`src/rtl/piso_pkg.sv`:
```
package piso_pkg;
  typedef struct packed {
    logic load_n;
    logic sclk;
    logic sinh;
  } piso_ctl_t;

  localparam int unsigned CTL_W = $bits(piso_ctl_t);
endpackage

```
`src/rtl/piso_sync.sv`:
```
module piso_sync #(
  parameter int unsigned W = 3,
  parameter int unsigned STAGES = 2,
  parameter logic [W-1:0] RST_VAL = '0
) (
  input  logic         clk_i,
  input  logic         rst_ni,
  input  logic [W-1:0] d_i,
  output logic [W-1:0] q_o
);
  logic [W-1:0] pipe [STAGES];

  for (genvar g = 0; g < STAGES; g++) begin : g_stage
    always_ff @(posedge clk_i or negedge rst_ni) begin
      if (!rst_ni) pipe[g] <= RST_VAL;
      else if (g == 0) pipe[g] <= d_i;
      else pipe[g] <= pipe[(g == 0) ? 0 : g-1];
    end
  end

  assign q_o = pipe[STAGES-1];
endmodule

```
`src/rtl/piso_edge_det.sv`:
```
module piso_edge_det (
  input  logic clk_i,
  input  logic rst_ni,
  input  logic sclk_i,
  input  logic sinh_i,
  output logic rise_o
);
  logic gclk, gclk_q;

  // interchangeable pins: the effective clock is their OR
  assign gclk = sclk_i | sinh_i;

  always_ff @(posedge clk_i or negedge rst_ni) begin
    if (!rst_ni) gclk_q <= 1'b0;
    else gclk_q <= gclk;
  end

  assign rise_o = gclk & ~gclk_q;
endmodule

```
`src/rtl/piso_stages.sv`:
```
module piso_stages #(
  parameter int unsigned WIDTH = 8
) (
  input  logic             clk_i,
  input  logic             rst_ni,
  input  logic             load_ni,
  input  logic             shift_i,
  input  logic [WIDTH-1:0] par_i,
  input  logic             ser_i,
  output logic [WIDTH-1:0] stages_o
);
  always_ff @(posedge clk_i or negedge rst_ni) begin
    if (!rst_ni) stages_o <= '0;
    else if (!load_ni) stages_o <= par_i; // load overrides any edge
    else if (shift_i) stages_o <= {stages_o[WIDTH-2:0], ser_i};
  end
endmodule

```
`src/rtl/piso_shift_reg.sv`:
```
module piso_shift_reg
  import piso_pkg::*;
#(
  parameter int unsigned WIDTH = 8,
  parameter int unsigned SYNC_STAGES = 2
) (
  input  logic             clk_i,
  input  logic             rst_ni,
  input  logic [WIDTH-1:0] par_i,
  input  logic             load_ni,
  input  logic             ser_i,
  input  logic             sclk_i,
  input  logic             sinh_i,
  output logic             q_o,
  output logic             q_no
);
  localparam piso_ctl_t CTL_RST = '{load_n: 1'b1, sclk: 1'b0, sinh: 1'b0};

  piso_ctl_t ctl_raw, ctl_s;
  logic load_n_s, sclk_s, sinh_s, shift;
  logic [WIDTH-1:0] stages;

  assign ctl_raw = '{load_n: load_ni, sclk: sclk_i, sinh: sinh_i};

  piso_sync #(
    .W(CTL_W), .STAGES(SYNC_STAGES), .RST_VAL(CTL_RST)
  ) u_sync (
    .clk_i(clk_i), .rst_ni(rst_ni), .d_i(ctl_raw), .q_o(ctl_s)
  );

  assign load_n_s = ctl_s.load_n;
  assign sclk_s   = ctl_s.sclk;
  assign sinh_s   = ctl_s.sinh;

  piso_edge_det u_edge (
    .clk_i(clk_i), .rst_ni(rst_ni),
    .sclk_i(sclk_s), .sinh_i(sinh_s), .rise_o(shift)
  );

  piso_stages #(.WIDTH(WIDTH)) u_stages (
    .clk_i(clk_i), .rst_ni(rst_ni),
    .load_ni(load_n_s), .shift_i(shift),
    .par_i(par_i), .ser_i(ser_i), .stages_o(stages)
  );

  assign q_o  = stages[WIDTH-1];
  assign q_no = ~stages[WIDTH-1];
endmodule

```
`config.mk`:
```
export PLATFORM = sky130hd
export DESIGN_NAME = piso_shift_reg
export DESIGN_NICKNAME = d
export VERILOG_FILES = /design/src/rtl/piso_pkg.sv /design/src/rtl/piso_sync.sv /design/src/rtl/piso_edge_det.sv /design/src/rtl/piso_stages.sv /design/src/rtl/piso_shift_reg.sv
export SDC_FILE = /design/constraint.sdc
export NUM_CORES = 1
export LEC_CHECK = 0
export CORE_MARGIN = 1.5
export CORE_UTILIZATION = 43
export CTS_CLUSTER_SIZE = 24
export DETAILED_ROUTE_END_ITERATION = 10
export GPL_ROUTABILITY_DRIVEN = 0
export PLACE_DENSITY = 0.73
export SYNTH_ARGS = -nofsm -noshare
export SYNTH_HDL_FRONTEND = slang
export SYNTH_SLANG_ARGS = --single-unit
```
`constraint.sdc`:
```
create_clock -name clk_i -period 1.2 [get_ports clk_i]
set_input_delay 0.36 -clock clk_i [delete_from_list [all_inputs] [get_ports clk_i]]
set_output_delay 0.36 -clock clk_i [all_outputs]
set_load 0.05 [all_outputs]
```
-- Yosys cells after proc, flatten, opt, wreduce, memory -nomap -nowiden
Cells that the tools add are included.
W data, S select, Z words.
- word-level logic and storage cells: 11
- flip-flop bits (word level): 15
- output and inout bits: 2
- input port bits: 14
- equality and inequality tests: 1
- bitwise operators: 4
- multiplexer cells: 2
- operators with widths (cell ; count):
    $mux W8 ; 2
    $ne A2 B2 Y1 const B ; 1
    $not A1 Y1 ; 2
    $and A1 B1 Y1 ; 1
    $or A1 B1 Y1 ; 1

-- Longest topological paths before layout
- word-level depth: 4
- gate-level depth with buffers: 4
- mapped depth without buffers: 3

-- By module
A second synthesis with hierarchy kept.
- cell total of the unflattened synthesis: 48
- area, all modules: 604.3 um2
- by module, submodules not included (module ; area an instance (um2) ; times used ; cells each ; sequential area each (um2)):
    piso_stages ; 384.1 ; 1 ; 35 ; 200.2
    piso_sync ; 175.2 ; 1 ; 9 ; 152.6
    piso_edge_det ; 41.3 ; 1 ; 3 ; 25.0
    piso_shift_reg ; 3.8 ; 1 ; 1 ; 0.0

-- Worst setup path after synthesis
Ideal clock, no wire load.
- kind: register to output
- start point: register u_stages.stages_o[7]
- end point: output port q_no
- buffers on the path: 0
- stages on the path, launching flop included: 2
- slack: -0.123 ns
- arrival time: 0.963 ns
- required time: 0.840 ns
- cell sequence: dfrtp_1 > inv_1
- longest elaborated chain between the ends: 1
- RTL lines (element ; line ; RTL):
    start, declared ; piso_stages.sv:10 ; output logic [WIDTH-1:0] stages_o
    start signal, assigned ; piso_stages.sv:14 ; else if (!load_ni) stages_o <= par_i;
    start signal, assigned ; piso_stages.sv:15 ; else if (shift_i) stages_o <= {stages_o[WIDTH-2:0], ser_i};
    $not A1 Y1 ; piso_shift_reg.sv:47 ; assign q_no = ~stages[WIDTH-1];
    end, declared ; piso_shift_reg.sv:15 ; output logic q_no
Every way passes these cells.

-- Worst setup path in the final report
Ends and elaborated chain as after synthesis.

==> impl_metrics.csv <==
group,metric,value,unit
run_status,status,"finished with violations",
run_status,violations,"setup timing",
global_route,grt_max_degree,17,
timing,setup_ws,-0.132,ns
die,die-area,1540,um2
cells_and_area,drive_above_1_share,18.3,%
synth,ys_seq_area_share,66.7,%
synth,yosys.area.top_type,"dfrtp_1",
routing,ant_nets,0,
global_route,use_met2,28.3,%
power,p_total,1.03,mW
worst_setup_path,crit_path_cell_trace,"clkinvlp_4 -> buf_12",
die,chipWidth,39.3,um
routing,vias,423,
timing,clock_skew,0.00139,ns
worst_setup_path,slowest_delay,0.43,ns
cts,cts_buffers,3,
cells_and_area,fillers,99,
timing,slew_viol_final,0,
placed_design,portBuffers,15,
cells_and_area,fin_cells,85,
global_route,grt_pass1_wl,1470,um
power,p_per_area,1310,nW/um2
routing,vias_per_cell,4.98,
global_route,gr-total-overflow,0,
timing,setup_tns,-0.187,ns
die,initial_core_util,48.4,%
synth,synth.cell_area,567,um2
synth,synth-async-reset-ratio,100,%
synth,synth-main-ff-cell,"dfrtp_1",
cells_and_area,final_area,790,um2
global_route,grt-busiest-layer,"met2",
cts,clock_latency,0.28,ns
die,core_area,1170,um2
global_route,met1_usage,14.8,%
synth,synth_top_area_share,57.4,%
min_path,hold_path_class,"reg -> reg",
global_route,grt_pass1_vias,346,
worst_setup_path,worstPathArrival,0.97,ns
timing,fmax,750,MHz
worst_setup_path,worstPathMaxFanout,3,
power,leakage,0.336,nW
power,ir_drop,0.898,mV
cts,cts_tree,"built",
timing,setup_violations,2,
routing,drt-initial-drc-count,5,
cts,clockBufferDepth,2,
flow_run,max_cap_violations,0,
timing,rsz0062_at_grt,"true",
die,ios,16,
cells_and_area,antenna_cells,0,
timing,finalCritPeriodShare,111,%
cells_and_area,nNetsFinal,86,
synth,yosysMostFrequentCell,"nand2_1",
timing,max_slew_margin,77.5,%
global_route,use_met3,8.52,%
routing,firstDrtPassIters,2,
timing,hold_violations,0,
synth,synth_area_leaders,"dfrtp_1 57%, nand2_1 11%, dfstp_2 9.3%",
worst_setup_path,cp-end-kind,"output port",
timing,finalCriticalPeriod,1.33,ns
timing,tightest_slew,0.337,ns
cts,cts_root_buf,"clkbuf_4",
die,num_rows,12,
cells_and_area,fin_util,67.4,%
cts,clkTransAtPathRegs,0.09,ns
cts,clock_sinks,15,
placed_design,dp_hpwl,692,um
die,fp.dieH,39.3,um
synth,synth_edf_count,0,
cts,cts-htree-levels,1,
synth,synth_common_cells,"16 x nand2_1, 13 x dfrtp_1, 8 x a31oi_1, 8 x nor2_1",
synth,synth_seq_cells,15,
synth,yosys_warnings,0,
cts,cts_setup_buffers,0,
worst_setup_path,setup.worst_path.start_class,"register",
synth,syn_inst,54,
global_route,grt_usage,16.4,%
placed_design,place_inst,81,
placed_design,dpl_cell_area,762,um2
timing,hold_slack,0.355,ns
cells_and_area,area_growth,39.3,%
routing,drt_wl_total,1010,um
placed_design,dpl_worst_slack,0.0746,ns
synth,avgSynthCellArea,10.5,um2
worst_setup_path,crit_type,"reg -> out",
worst_setup_path,cpMaxStageDelayCell,"dfrtp_2",
synth,synth_nets,68,
global_route,antenna_found_initial,0,
routing,route.detailed.drc,0,
routing,avgRoutedWirePerCell,11.8,um
worst_setup_path,crit_required,0.84,ns
synth,ys_types,11,
cts,cts_hold_buf,0,
final cells by class:
type / count / area (um2) / share of cell area, %
multi-input combinational: 35 / 168 / 21.2
timing repair buffer: 16 / 190 / 24.1
tap: 14 / 17.5 / 2.22
sequential: 15 / 379 / 48.0
inverter: 1 / 7.51 / 0.951
clock buffer: 3 / 22.5 / 2.85
clock inverter: 1 / 5.00 / 0.634
sequential cells by signal, indices dropped and copies added, names as in the netlist:
| signal | count |
|---|---|
| u_edge.gclk_q | 1 |
| u_stages.stages_o | 8 |
| u_sync.q_o | 3 |
| u_sync.pipe | 3 |
layout by cell type (no fill, tap or decap), drive strengths merged:
cell	instances
a31oi	8
nand2	16
clkinvlp	1
clkinv	1
clkbuf	3
o21ba	1
or2	1
buf	3
dfrtp	13
o21bai	1
clkdlybuf4s50	13
nor2	8
dfstp	2
worst paths after layout:
kind	from	end	slack, ns	cells past startpoint
min reg2reg	u_sync.pipe[4]	u_sync.q_o[1]	0.35	0
max in group asynchronous	rst_ni	u_sync.pipe[5]	0.59	2
min	u_sync.pipe[4]	u_sync.q_o[1]	0.35	0
max	u_stages.stages_o[7]	q_no	-0.13	2
min in group asynchronous	rst_ni	u_edge.gclk_q	0.41	2
max reg2reg	u_sync.q_o[0]	u_stages.stages_o[2]	0.10	3
logic make-up (layout without fill, tap and decap cells):
logic type | count (synthesis) | after routing | share of synthesized area (%)
simple gates | 25 | 25 | 17.0
compound gates | 10 | 10 | 12.6
buf+inv | 4 | 21 | 3.75
flops | 15 | 15 | 66.7
report_power, final:
group	switching [mW]	internal [mW]	total [mW]
Combinational	0.0756	0.0972	0.173
Sequential	0.0317	0.549	0.581
Clock	0.157	0.124	0.281
repair_timing:
item | CTS | global route
endpoints found under the hold margin | 0 | 0
cloned | 0 | 0
setup endpoints to repair | 2 | 3
gates resized for setup | 0 | 1
metal layers:
layer / vias to the layer above / part of all wire, %
li1: 210 / -
met1: 193 / 42
met2: 16 / 49
met3: 4 / 7.2
met4: 0 / 2.0
met5: - / 0
worst max-delay path: cells and delay by family, from the launching register on:
| family | cells | cell delay (ns) |
|---|---|---|
| DFF | 1 | 0.43 |
| buffers and inverters | 2 | 0.26 |
(Power assumes the default switching activity.)
